===== src/rtl/apit_pkg.sv =====
package apit_pkg;

  typedef enum logic [1:0] {
    REG_CTRL    = 2'd0,
    REG_TRIM    = 2'd1,
    REG_RATE_HI = 2'd2,
    REG_RATE_LO = 2'd3
  } apit_reg_e;

  localparam int CTRL_EN   = 0;
  localparam int CTRL_FLAG = 1;
  localparam int CTRL_RUN  = 2;
  localparam int BYTE_W    = 8;

endpackage


===== src/rtl/apit_prescaler.sv =====
module apit_prescaler
  import apit_pkg::*;
#(
  parameter int NOMINAL_TICKS = 64,
  parameter int TRIM_W        = 6
) (
  input  logic              clk,
  input  logic              rst_n,
  input  logic              run,
  input  logic              restart,
  input  logic [TRIM_W-1:0] trim,
  output logic              tick
);

  localparam int MAX_LEN = NOMINAL_TICKS + NOMINAL_TICKS / 2;
  localparam int LEN_W   = $clog2(MAX_LEN + 1);

  logic [LEN_W-1:0] cnt_q;
  logic [LEN_W-1:0] last_idx;

  // Top trim bit adds half the nominal length; each lower bit k subtracts
  // nominal >> (TRIM_W-k), so every weight is half the one above it.
  always_comb begin
    int len;
    len = NOMINAL_TICKS;
    for (int k = 0; k < TRIM_W; k++) begin
      if (trim[k]) begin
        if (k == TRIM_W - 1) len = len + (NOMINAL_TICKS >> 1);
        else                 len = len - (NOMINAL_TICKS >> (TRIM_W - k));
      end
    end
    last_idx = LEN_W'(len - 1);
  end

  // A trim change mid-tick that shortens the length below the count ends
  // the tick at once instead of wrapping the counter.
  assign tick = run && !restart && (cnt_q >= last_idx);

  always_ff @(posedge clk or negedge rst_n) begin
    if (!rst_n)                      cnt_q <= '0;
    else if (!run || restart || tick) cnt_q <= '0;
    else                             cnt_q <= cnt_q + 1'b1;
  end

  AST_TICK_SPACED: assert property (@(posedge clk) disable iff (!rst_n)
    tick |=> !tick);

  AST_STOPPED_NO_TICK: assert property (@(posedge clk) disable iff (!rst_n)
    !run |=> (cnt_q == '0));

endmodule


===== src/rtl/apit_rate_counter.sv =====
module apit_rate_counter #(
  parameter int RATE_W = 16
) (
  input  logic              clk,
  input  logic              rst_n,
  input  logic              run,
  input  logic              tick,
  input  logic [RATE_W-1:0] rate,
  output logic              restart,
  output logic              timeout
);

  logic              run_d;
  logic [RATE_W-1:0] cnt_q;

  assign restart = run && !run_d;
  assign timeout = tick && (cnt_q == '0);

  always_ff @(posedge clk or negedge rst_n) begin
    if (!rst_n) begin
      run_d <= 1'b0;
      cnt_q <= '0;
    end else begin
      run_d <= run;
      if (restart)          cnt_q <= rate;
      else if (timeout)     cnt_q <= rate;
      else if (tick)        cnt_q <= cnt_q - 1'b1;
    end
  end

  AST_RELOAD_ON_TIMEOUT: assert property (@(posedge clk) disable iff (!rst_n)
    timeout |=> (cnt_q == $past(rate)));

  AST_RELOAD_ON_START: assert property (@(posedge clk) disable iff (!rst_n)
    restart |=> (cnt_q == $past(rate)));

  AST_HOLD_BETWEEN_TICKS: assert property (@(posedge clk) disable iff (!rst_n)
    (!tick && !restart) |=> $stable(cnt_q));

endmodule


===== src/rtl/apit_regs.sv =====
module apit_regs
  import apit_pkg::*;
#(
  parameter int TRIM_W = 6,
  parameter int RATE_W = 16
) (
  input  logic              clk,
  input  logic              rst_n,
  input  logic [1:0]        bus_addr,
  input  logic              bus_we,
  input  logic [BYTE_W-1:0] bus_wdata,
  output logic [BYTE_W-1:0] bus_rdata,
  input  logic              timeout,
  output logic              en,
  output logic              flag,
  output logic              run,
  output logic [TRIM_W-1:0] trim,
  output logic [RATE_W-1:0] rate
);

  localparam int TRIM_LSB = BYTE_W - TRIM_W;

  logic ctrl_wr, trim_wr, hi_wr, lo_wr, clr;

  assign ctrl_wr = bus_we && (bus_addr == REG_CTRL);
  assign trim_wr = bus_we && (bus_addr == REG_TRIM);
  assign hi_wr   = bus_we && (bus_addr == REG_RATE_HI);
  assign lo_wr   = bus_we && (bus_addr == REG_RATE_LO);
  assign clr     = ctrl_wr && bus_wdata[CTRL_FLAG];

  always_ff @(posedge clk or negedge rst_n) begin
    if (!rst_n) begin
      en   <= 1'b0;
      run  <= 1'b0;
      flag <= 1'b0;
      trim <= '0;
      rate <= '0;
    end else begin
      if (ctrl_wr) begin
        en  <= bus_wdata[CTRL_EN];
        run <= bus_wdata[CTRL_RUN];
      end
      if (clr)          flag <= 1'b0;
      else if (timeout) flag <= 1'b1;
      if (trim_wr) trim <= bus_wdata[BYTE_W-1:TRIM_LSB];
      if (hi_wr)   rate[RATE_W-1 -: BYTE_W] <= bus_wdata;
      if (lo_wr)   rate[BYTE_W-1:0]         <= bus_wdata;
    end
  end

  always_comb begin
    bus_rdata = '0;
    case (bus_addr)
      REG_CTRL: begin
        bus_rdata[CTRL_EN]   = en;
        bus_rdata[CTRL_FLAG] = flag;
        bus_rdata[CTRL_RUN]  = run;
      end
      REG_TRIM:    bus_rdata[BYTE_W-1:TRIM_LSB] = trim;
      REG_RATE_HI: bus_rdata = rate[RATE_W-1 -: BYTE_W];
      default:     bus_rdata = rate[BYTE_W-1:0];
    endcase
  end

  AST_CLEAR_WINS: assert property (@(posedge clk) disable iff (!rst_n)
    clr |=> !flag);

  AST_FLAG_STICKY: assert property (@(posedge clk) disable iff (!rst_n)
    (flag && !clr) |=> flag);

  AST_FLAG_SETS: assert property (@(posedge clk) disable iff (!rst_n)
    (timeout && !clr) |=> flag);

  AST_TRIM_HELD: assert property (@(posedge clk) disable iff (!rst_n)
    !trim_wr |=> $stable(trim));

endmodule


===== src/rtl/apit_timer.sv =====
module apit_timer
  import apit_pkg::*;
#(
  parameter int NOMINAL_TICKS = 64,
  parameter int TRIM_W        = 6,
  parameter int RATE_W        = 16
) (
  input  logic        clk,
  input  logic        rst_n,
  input  logic [1:0]  bus_addr,
  input  logic        bus_we,
  input  logic [7:0]  bus_wdata,
  output logic [7:0]  bus_rdata,
  output logic        irq
);

  logic              en, flag, run, tick, restart, timeout;
  logic [TRIM_W-1:0] trim;
  logic [RATE_W-1:0] rate;

  apit_regs #(.TRIM_W(TRIM_W), .RATE_W(RATE_W)) u_regs (
    .clk(clk), .rst_n(rst_n),
    .bus_addr(bus_addr), .bus_we(bus_we), .bus_wdata(bus_wdata),
    .bus_rdata(bus_rdata), .timeout(timeout),
    .en(en), .flag(flag), .run(run), .trim(trim), .rate(rate)
  );

  apit_prescaler #(.NOMINAL_TICKS(NOMINAL_TICKS), .TRIM_W(TRIM_W)) u_presc (
    .clk(clk), .rst_n(rst_n), .run(run), .restart(restart),
    .trim(trim), .tick(tick)
  );

  apit_rate_counter #(.RATE_W(RATE_W)) u_rate (
    .clk(clk), .rst_n(rst_n), .run(run), .tick(tick), .rate(rate),
    .restart(restart), .timeout(timeout)
  );

  assign irq = flag && en;

  AST_NO_TIMEOUT_STOPPED: assert property (@(posedge clk) disable iff (!rst_n)
    !run |-> !timeout);

endmodule


===== config.mk =====
export PLATFORM = sky130hd
export DESIGN_NAME = apit_timer
export DESIGN_NICKNAME = d
export VERILOG_FILES = /design/src/rtl/apit_pkg.sv /design/src/rtl/apit_prescaler.sv /design/src/rtl/apit_rate_counter.sv /design/src/rtl/apit_regs.sv /design/src/rtl/apit_timer.sv
export SDC_FILE = /design/constraint.sdc
export NUM_CORES = 1
export LEC_CHECK = 0
export BUFFER_PORTS_ARGS = -buffer_cell sky130_fd_sc_hd__buf_2
export CORE_AREA = 2 2 104 106
export DETAILED_ROUTE_END_ITERATION = 16
export DIE_AREA = 0 0 106 108
export PLACE_DENSITY = 0.47
export SETUP_SLACK_MARGIN = 0.1
export SYNTH_ARGS = -nofsm -noshare
export SYNTH_HDL_FRONTEND = slang
export SYNTH_HIERARCHICAL = 1
export SYNTH_SLANG_ARGS = --single-unit

===== constraint.sdc =====
create_clock -name clk -period 4.53 [get_ports clk]
set_input_delay 0.453 -clock clk [delete_from_list [all_inputs] [get_ports clk]]
set_output_delay 0.453 -clock clk [all_outputs]
set_load 0.02 [all_outputs]

==> flow_summary.toml, run 1 <==
[setup_path]
cp.required_ps = 4740
crit_fanout = 12
worstPathArrival_ps = 4230
critPathLaunchType = "flip-flop"
worstSetupPathType = "flip-flop to flip-flop"
endpoint_kind = "flip-flop"

[clocking]
clk_pin_slew_ps = 100
clock_sinks = 49
cts_tree = "yes"
holdBufCountCts = 0
cts_root_buffer = "clkbuf_8"
clock_path_buffers = 2
htreeDepth = 2
cts_made_buffers = 5
post-cts-setup-buffers = 0
insertion_delay_ps = 320

[floorplan]
design.die.area_um2 = 11400
start_util = 0.298
die_w_um = 106
rows = 37
die_h_um = 108
core-area_um2 = 10200
num_io_pins = 22

[logic_synthesis]
ys_async_sr_fraction = 1.00
synth-seq-cells = 49
synth.most_common_cell = "dfrtp_1"
netlist-cell-type-count = 62
syn_inst = 285
synth_edf_count = 0
ys_seq_area_frac = 0.402
synth.avg_cell_area_um2 = 10.7
synth_area_leader_cell = "dfrtp_1"
syn_area_um2 = 3050
synth_top_area_share = 0.402
synthesis.nets = 312
yosysWarnings = 6
synth_area_leaders = "dfrtp_1 (40%), mux2_1 (7.7%), ha_1 (5.7%)"
synthTopCellsByCount = "dfrtp_1 (49), nor2_1 (22), mux2_1 (21)"
ys.flop_type = "dfrtp_1"

[placement]
dp.final_hpwl_mm = 5.14
io_buffers = 21
finalWeightedCongestion = 0.753

[timing]
timing.setup.tns_ps = 0
fin_crit_ps = 4020
fmax_mhz = 249
relSlewSlack = 0.563
clock_skew_ps = 8.41
finalCritPeriodShare = 0.887
finalMaxSlewViolations = 0
finalHoldViolations = 0
rsz0062_at_grt = "false"
setup_viol = 0
tightest_slew_ps = 656

[finish]
area_growth_pct = 10.5
antenna_cells = 0
finalNetCount = 334
drive_above_1_share = 0.195
nFillCells = 1045

[route]
drc = 0
vias = 2200
ant_nets = 0
via_per_inst = 4.95
avgRoutedWirePerCell_um = 15.8
dr.pass1.iters = 4
first_iter_violations = 91
routed_wl_mm = 7.00

[pwr]
vdd_drop_max_uv = 198
p_leak_nw = 1.47
combPwrFrac = 0.335
internal-power_uw = 887
p_clk_frac = 0.188
p_sw_uw = 568
power_density_nw_per_um2 = 431
seqPwrFrac = 0.478
total_power_mw = 1.45
swShare = 0.390

[run_status]
status = "complete, no violations"

[global_routing]
grt_usage = 0.129
grt_max_degree = 50
grt-ovfl-total = 0
grt_pass1_wl_mm = 11.5
antenna_found_initial = 0
grt_pass1_vias = 2152

[flow_run]
maxCapViolCount = 0

[worst_hold_path]
hp-class = "primary input to async pin"
[timing repair]
item / 4_1_cts / 5_1_grt
gates resized for setup: 0 / 2
hold endpoints to repair: 0 / 0
endpoints found under the setup margin: 0 / 7
[cell type report]
class / count / area (um^2) / area share
flip-flops and latches: 49 / 1230 / 0.364
clock inverters: 3 / 22.5 / 0.00668
clock buffers: 5 / 68.8 / 0.0204
repair buffers: 26 / 143 / 0.0423
inverters: 13 / 48.8 / 0.0145
multi-input cells: 212 / 1690 / 0.502
well taps: 136 / 170 / 0.0504
[worst max-delay path, stage by stage, from the launching register on]
cell      delay (ps)
dfrtp_1          430
inv_1            100
ha_1             240
and2b_2          200
ha_1             190
ha_1             330
nor3_2           220
mux2i_1          240
xnor2_1           90
ha_1             290
nand4_1          110
o21ai_0          180
o211a_1          180
nor4bb_1         200
nand4_1          140
buf_4            230
nand2_4          140
nor4_1            80
a311o_1          310
[metal layers]
layer | routed length, um | up-vias | global-route usage
met5 | 0 | - | 0
met4 | 121 | 0 | 0.0498
met2 | 3080 | 37 | 0.194
met3 | 236 | 7 | 0.0205
li1 | - | 1097 | -
met1 | 3560 | 1059 | 0.186
[layout by cell type, fill, tap and decap left out, drive strengths merged, types with 7 or more instances in the layout]
master   n
a22o     7
buf     26
dfrtp   49
ha      14
inv     13
mux2    31
nand2   12
nand2b   8
nand3   14
nor2    22
nor3     9
o21ai   11
xnor2    7
[flip-flops by register name (all words and copies together) (netlist names)]
| register | cells |
|---|---|
| u_regs/en | 1 |
| u_rate/run_d | 1 |
| u_regs/run | 1 |
| u_regs/rate | 16 |
| u_presc/cnt_q | 7 |
| u_regs/flag | 1 |
| u_rate/cnt_q | 16 |
| u_regs/trim | 6 |
[worst paths after layout]
path / start / end / slack, ps / cells past startpoint
worst min register to register: u_regs/run / u_rate/run_d / 520 / 0
worst max register to register: u_regs/trim[0] / u_rate/cnt_q[14] / 510 / 18
worst max-delay path: u_regs/trim[0] / u_rate/cnt_q[14] / 510 / 18
min in group clk: bus_wdata[1] / u_regs/flag / 320 / 2
worst min-delay path: rst_n / u_presc/cnt_q[5] / 230 / 2
max in group asynchronous: rst_n / u_rate/cnt_q[3] / 3850 / 2
[stage by stage]
step                      cell area, um^2  utilization  setup WS (ps)  hold slack, ps  cells
after floorplan                      3050            -            789             157    285
final                                3370        0.330            510             234    444
after global placement               3280        0.320            445             484    436
after global routing                 3370        0.330            179             292    444
after CTS                            3370        0.329            294             263    444
after detailed placement             3280        0.320            313             499    436
[kinds of logic (layout without fill, tap and decap cells)]
family / Yosys count / after routing / share of synthesized area
AOI/OAI and AO/OA: 52 / 52 / 0.125
xor gates and xnor gates: 13 / 13 / 0.0373
adders and majority gates: 14 / 14 / 0.0574
buffers and inverters: 24 / 47 / 0.0455
DFF: 49 / 49 / 0.402
and+or+nand+nor: 99 / 99 / 0.195
muxes: 34 / 34 / 0.138
[power by group through the flow]
stage | Combinational (mW) | Sequential [mW] | Clock, mW
3_3_place_gp | 0.481 | 0.707 | 0
5_1_grt | 0.547 | 0.718 | 0.307
2_1_floorplan | 0.391 | 0.653 | 0
4_1_cts | 0.487 | 0.696 | 0.284
6_report | 0.487 | 0.695 | 0.273
3_5_place_dp | 0.483 | 0.705 | 0
Power figures use the tool's default switching activity.
==> run 2: changes to the inputs <==
--- a/config.mk
+++ b/config.mk
@@ -10,6 +10,7 @@
 export DETAILED_ROUTE_END_ITERATION = 16
 export DIE_AREA = 0 0 106 108
 export PLACE_DENSITY = 0.47
+export RECOVER_POWER = 50
 export SETUP_SLACK_MARGIN = 0.1
 export SYNTH_ARGS = -nofsm -noshare
 export SYNTH_HDL_FRONTEND = slang
==> flow_summary.toml, run 2 (same netlist as run 1, synthesis figures left out) <==
[floorplan]
die_h_um = 108
design.die.area_um2 = 11400
start_util = 0.298
die_w_um = 106
core-area_um2 = 10200
rows = 37
num_io_pins = 22

[finish]
area_growth_pct = 9.92
final_cell_mix = "dfrtp_1 (49), nor2_1 (22), mux2_1 (21)"
mostFrequentLayoutCell = "dfrtp_1"
fin_cells = 444
drive_above_1_share = 0.185
finalNetCount = 334
finalCoreUtilization = 0.328
antenna_cells = 0
reg_top3 = "u_rate/cnt_q (16), u_regs/rate (16), u_presc/cnt_q (7)"

[clocking]
post-cts-setup-buffers = 0
insertion_delay_ps = 310
cts_tree = "yes"
holdBufCountCts = 0
cts_made_buffers = 5
clock_path_buffers = 2
cts_root_buffer = "clkbuf_8"
clk_pin_slew_ps = 100
htreeDepth = 2
clock_sinks = 49

[route]
ant_nets = 0
routed_wl_mm = 6.95
via_per_inst = 4.98
vias = 2211
first_iter_violations = 112
drc = 0
dr.pass1.iters = 4
avgRoutedWirePerCell_um = 15.7

[flow_run]
maxCapViolCount = 1

[pwr]
vdd_drop_max_uv = 198
p_leak_nw = 1.45
combPwrFrac = 0.334
power_density_nw_per_um2 = 433
internal-power_uw = 886
p_clk_frac = 0.187
swShare = 0.390
seqPwrFrac = 0.479
p_sw_uw = 566

[setup_path]
crit_fanout = 12
critPathLaunchType = "flip-flop"
worstPathArrival_ps = 4220
cp.required_ps = 4740
endpoint_kind = "flip-flop"
worstSetupPathType = "flip-flop to flip-flop"

[run_status]
violations = "max-capacitance violations, max-slew violations"
status = "complete, but fails checks"

[global_routing]
met1_usage = 0.186
grt_max_degree = 50
grt_pass1_vias = 2152
grt_usage = 0.129
use_met3 = 0.0205
met2_usage = 0.194
grt.busiest_layer = "met2"
grt_pass1_wl_mm = 11.5
antenna_found_initial = 0
grt-ovfl-total = 0

[placement]
finalWeightedCongestion = 0.753
dp_cells = 436
io_buffers = 21
dp.final_hpwl_mm = 5.14

[timing]
rsz0062_at_grt = "false"
timing.hold.ws_ps = 326
clock_skew_ps = 7.41
fmax_mhz = 249
setup_viol = 0
timing.setup.tns_ps = 0
relSlewSlack = -0.806
finalMaxSlewViolations = 50
tightest_slew_ps = 2710
finalHoldViolations = 0
finalCritPeriodShare = 0.886
fin_crit_ps = 4020

[worst_hold_path]
hp-class = "primary input to flip-flop"
[run 2: cell types whose count changed in the layout (fill, tap and decap cells not counted)]
cell	before	now
nand3b_1	0	1
nand3b_4	1	0
clkbuf_1	0	2
buf_4	5	4
buf_2	21	20
[run 2: area by class of cell]
type / instances / area, um^2
fill: 1046 / 6880
multi-input combinational: 212 / 1680
sequential: 49 / 1230
tap: 136 / 170
timing repair buffer: 26 / 138
clock buffer: 5 / 68.8
inverter: 13 / 48.8
clock inverter: 3 / 22.5
[run 2: per-stage QoR]
step / instance area [um^2] / setup slack [ps] / power [mW]
floorplan: 3050 / 789 / 1.04
global placement: 3280 / 445 / 1.19
detailed placement: 3280 / 313 / 1.19
CTS: 3370 / 294 / 1.47
global route: 3360 / 179 / 1.57
finish: 3360 / 514 / 1.45
[run 2: critical path: stages (launching register included)]
cell and delay (ps):
dfrtp_1 430, inv_1 100, ha_1 240, and2b_2 200, ha_1 190, ha_1 330, nor3_2 220, mux2i_1 240
xnor2_1 90, ha_1 290, nand4_1 110, o21ai_0 180, o211a_1 180, nor4bb_1 200, nand4_1 140, buf_4 230
nand2_4 140, nor4_1 80, a311o_1 310
[run 2: per-layer routing]
layer,share of wire,vias to the layer above
li1,-,1095
met4,0.017,0
met3,0.035,7
met5,0,-
met2,0.44,44
met1,0.50,1065
[run 2: final timing paths]
| check | start | end | slack [ps] | depth (start not counted) |
|---|---|---|---|---|
| worst max-delay path | u_regs/trim[0] | u_rate/cnt_q[14] | 510 | 18 |
| worst min-delay path | bus_wdata[1] | u_regs/flag | 330 | 2 |
| worst max register to register | u_regs/trim[0] | u_rate/cnt_q[14] | 510 | 18 |
| worst min register to register | u_regs/run | u_rate/run_d | 520 | 0 |
| max in group asynchronous | rst_n | u_regs/run | 1920 | 2 |
| min in group asynchronous | rst_n | u_rate/cnt_q[13] | 1090 | 2 |
[run 2: power by group through the flow]
stage / clock [mW] / sequential (mW) / combinational, mW
final: 0.272 / 0.695 / 0.485
after global routing: 0.307 / 0.718 / 0.545
after CTS: 0.284 / 0.696 / 0.487
after detailed placement: 0 / 0.705 / 0.483
after global placement: 0 / 0.707 / 0.481
after floorplan: 0 / 0.653 / 0.391
[run 2: what timing repair did]
| action | 4_1_cts | 5_1_grt |
|---|---|---|
| endpoints found under the setup margin | 0 | 7 |
| hold endpoints to repair | 0 | 0 |
| resized for setup | 0 | 2 |
==> run 3: changes to the inputs <==
--- a/config.mk
+++ b/config.mk
@@ -6,10 +6,10 @@
 export NUM_CORES = 1
 export LEC_CHECK = 0
 export BUFFER_PORTS_ARGS = -buffer_cell sky130_fd_sc_hd__buf_2
-export CORE_AREA = 2 2 104 106
+export CORE_AREA = 2 2 76 78
 export DETAILED_ROUTE_END_ITERATION = 16
-export DIE_AREA = 0 0 106 108
-export PLACE_DENSITY = 0.47
+export DIE_AREA = 0 0 78 80
+export PLACE_DENSITY = 0.77
 export RECOVER_POWER = 50
 export SETUP_SLACK_MARGIN = 0.1
 export SYNTH_ARGS = -nofsm -noshare
==> flow_summary.toml, run 3 (same netlist as run 1, synthesis figures left out) <==
[route]
routed_wl_mm = 6.66
first_iter_violations = 201
drc = 0
avgRoutedWirePerCell_um = 17.5
vias = 2318
ant_nets = 0
via_per_inst = 6.10
dr.pass1.iters = 4

[floorplan]
rows = 27
design.die.area_um2 = 6240
die_h_um = 80
start_util = 0.565
num_io_pins = 22
die_w_um = 78
core-area_um2 = 5410

[setup_path]
cp.required_ps = 4720
endpoint_kind = "flip-flop"
worstSetupPathType = "flip-flop to flip-flop"
crit_fanout = 12
critPathLaunchType = "flip-flop"
worstPathArrival_ps = 4340

[placement]
finalWeightedCongestion = 0.876
place_ws_ps = 351
dp_cells = 372
dpl-instance-area_um2 = 3200
io_buffers = 21
dp.final_hpwl_mm = 4.75

[finish]
fin_cells = 380
final_cell_mix = "dfrtp_1 (48), nor2_1 (22), mux2_1 (21)"
area_growth_pct = 7.83
antenna_cells = 0
finalCoreUtilization = 0.609
drive_above_1_share = 0.182
finalNetCount = 334
fin_area_um2 = 3290
reg_top3 = "u_rate/cnt_q (16), u_regs/rate (16), u_presc/cnt_q (7)"
mostFrequentLayoutCell = "dfrtp_1"

[global_routing]
antenna_found_initial = 0
grt-ovfl-total = 0
grt_usage = 0.229
grt_pass1_wl_mm = 11.1
grt_max_degree = 50
grt_pass1_vias = 2297

[timing]
timing.hold.ws_ps = 351
tightest_slew_ps = 2670
finalHoldViolations = 0
fin_crit_ps = 4150
setup_ws_ps = 382
finalMaxSlewViolations = 50
fmax_mhz = 241
finalCritPeriodShare = 0.916
clock_skew_ps = 6.29
setup_viol = 0
rsz0062_at_grt = "false"
timing.setup.tns_ps = 0
relSlewSlack = -0.783

[pwr]
power_density_nw_per_um2 = 458
seqPwrFrac = 0.462
combPwrFrac = 0.324
vdd_drop_max_uv = 251
p_sw_uw = 564
p_leak_nw = 1.47
internal-power_uw = 944
total_power_mw = 1.51
swShare = 0.374
p_clk_frac = 0.214

[clocking]
cts_made_buffers = 5
htreeDepth = 2
clock_sinks = 49
cts_tree = "yes"
clock_path_buffers = 2
insertion_delay_ps = 300
cts_root_buffer = "clkbuf_8"
clk_pin_slew_ps = 100
holdBufCountCts = 0

[run_status]
violations = "max-capacitance violations, max-slew violations"
status = "complete, but fails checks"

[flow_run]
maxCapViolCount = 1

[worst_hold_path]
hp-class = "primary input to flip-flop"
run 3: worst paths after layout:
| check | end | depth (start not counted) | startpoint | slack (ps) |
|---|---|---|---|---|
| hold / removal | u_regs/flag | 2 | bus_wdata[1] | 350 |
| hold reg to reg | u_presc/cnt_q[0] | 1 | u_presc/cnt_q[0] | 520 |
| setup / recovery | u_rate/cnt_q[14] | 18 | u_regs/trim[0] | 380 |
| min in group asynchronous | u_presc/cnt_q[4] | 2 | rst_n | 1080 |
| setup reg to reg | u_rate/cnt_q[14] | 18 | u_regs/trim[0] | 380 |
| max in group asynchronous | u_regs/trim[0] | 2 | rst_n | 1740 |
run 3: what timing repair did:
item                                   in CTS  in global routing
endpoints found under the hold margin       0                  0
setup endpoints to repair                   0                  7
buffers inserted                            0                  0
gates resized for setup                     0                  2
run 3: cell type report:
| type | count | area, um^2 |
|---|---|---|
| Multi-Input combinational cell | 212 | 1680 |
| Sequential cell | 49 | 1230 |
| Tap cell | 72 | 90.1 |
| Fill cell | 463 | 2110 |
| Clock buffer | 5 | 68.8 |
| Timing Repair Buffer | 26 | 138 |
| Inverter | 13 | 48.8 |
| Clock inverter | 3 | 43.8 |
run 3: metal layers:
layer | wire, um | vias to the layer above | track usage | share of wire
met5 | 0 | - | 0 | 0
met4 | 114 | 0 | 0.0772 | 0.017
met3 | 324 | 15 | 0.0475 | 0.049
met2 | 3180 | 88 | 0.383 | 0.48
met1 | 3040 | 1114 | 0.299 | 0.46
li1 | - | 1101 | - | -
run 3: power groups by stage:
| stage | Clock, mW | Sequential [mW] | Combinational, mW |
|---|---|---|---|
| floorplan | 0 | 0.653 | 0.391 |
| global placement | 0 | 0.694 | 0.463 |
| detailed placement | 0 | 0.699 | 0.482 |
| CTS | 0.331 | 0.693 | 0.483 |
| global route | 0.351 | 0.716 | 0.541 |
| finish | 0.322 | 0.697 | 0.488 |
run 3: critical path: stages (launching register included):
cell	delay (ps)
dfrtp_2	420
inv_1	90
ha_1	240
and2b_2	200
ha_1	190
ha_1	330
nor3_2	270
mux2i_1	260
xnor2_1	100
ha_1	300
nand4_1	120
o21ai_0	180
o211a_1	190
nor4bb_1	240
nand4_1	150
buf_4	220
nand2_4	140
nor4_1	80
a311o_1	330
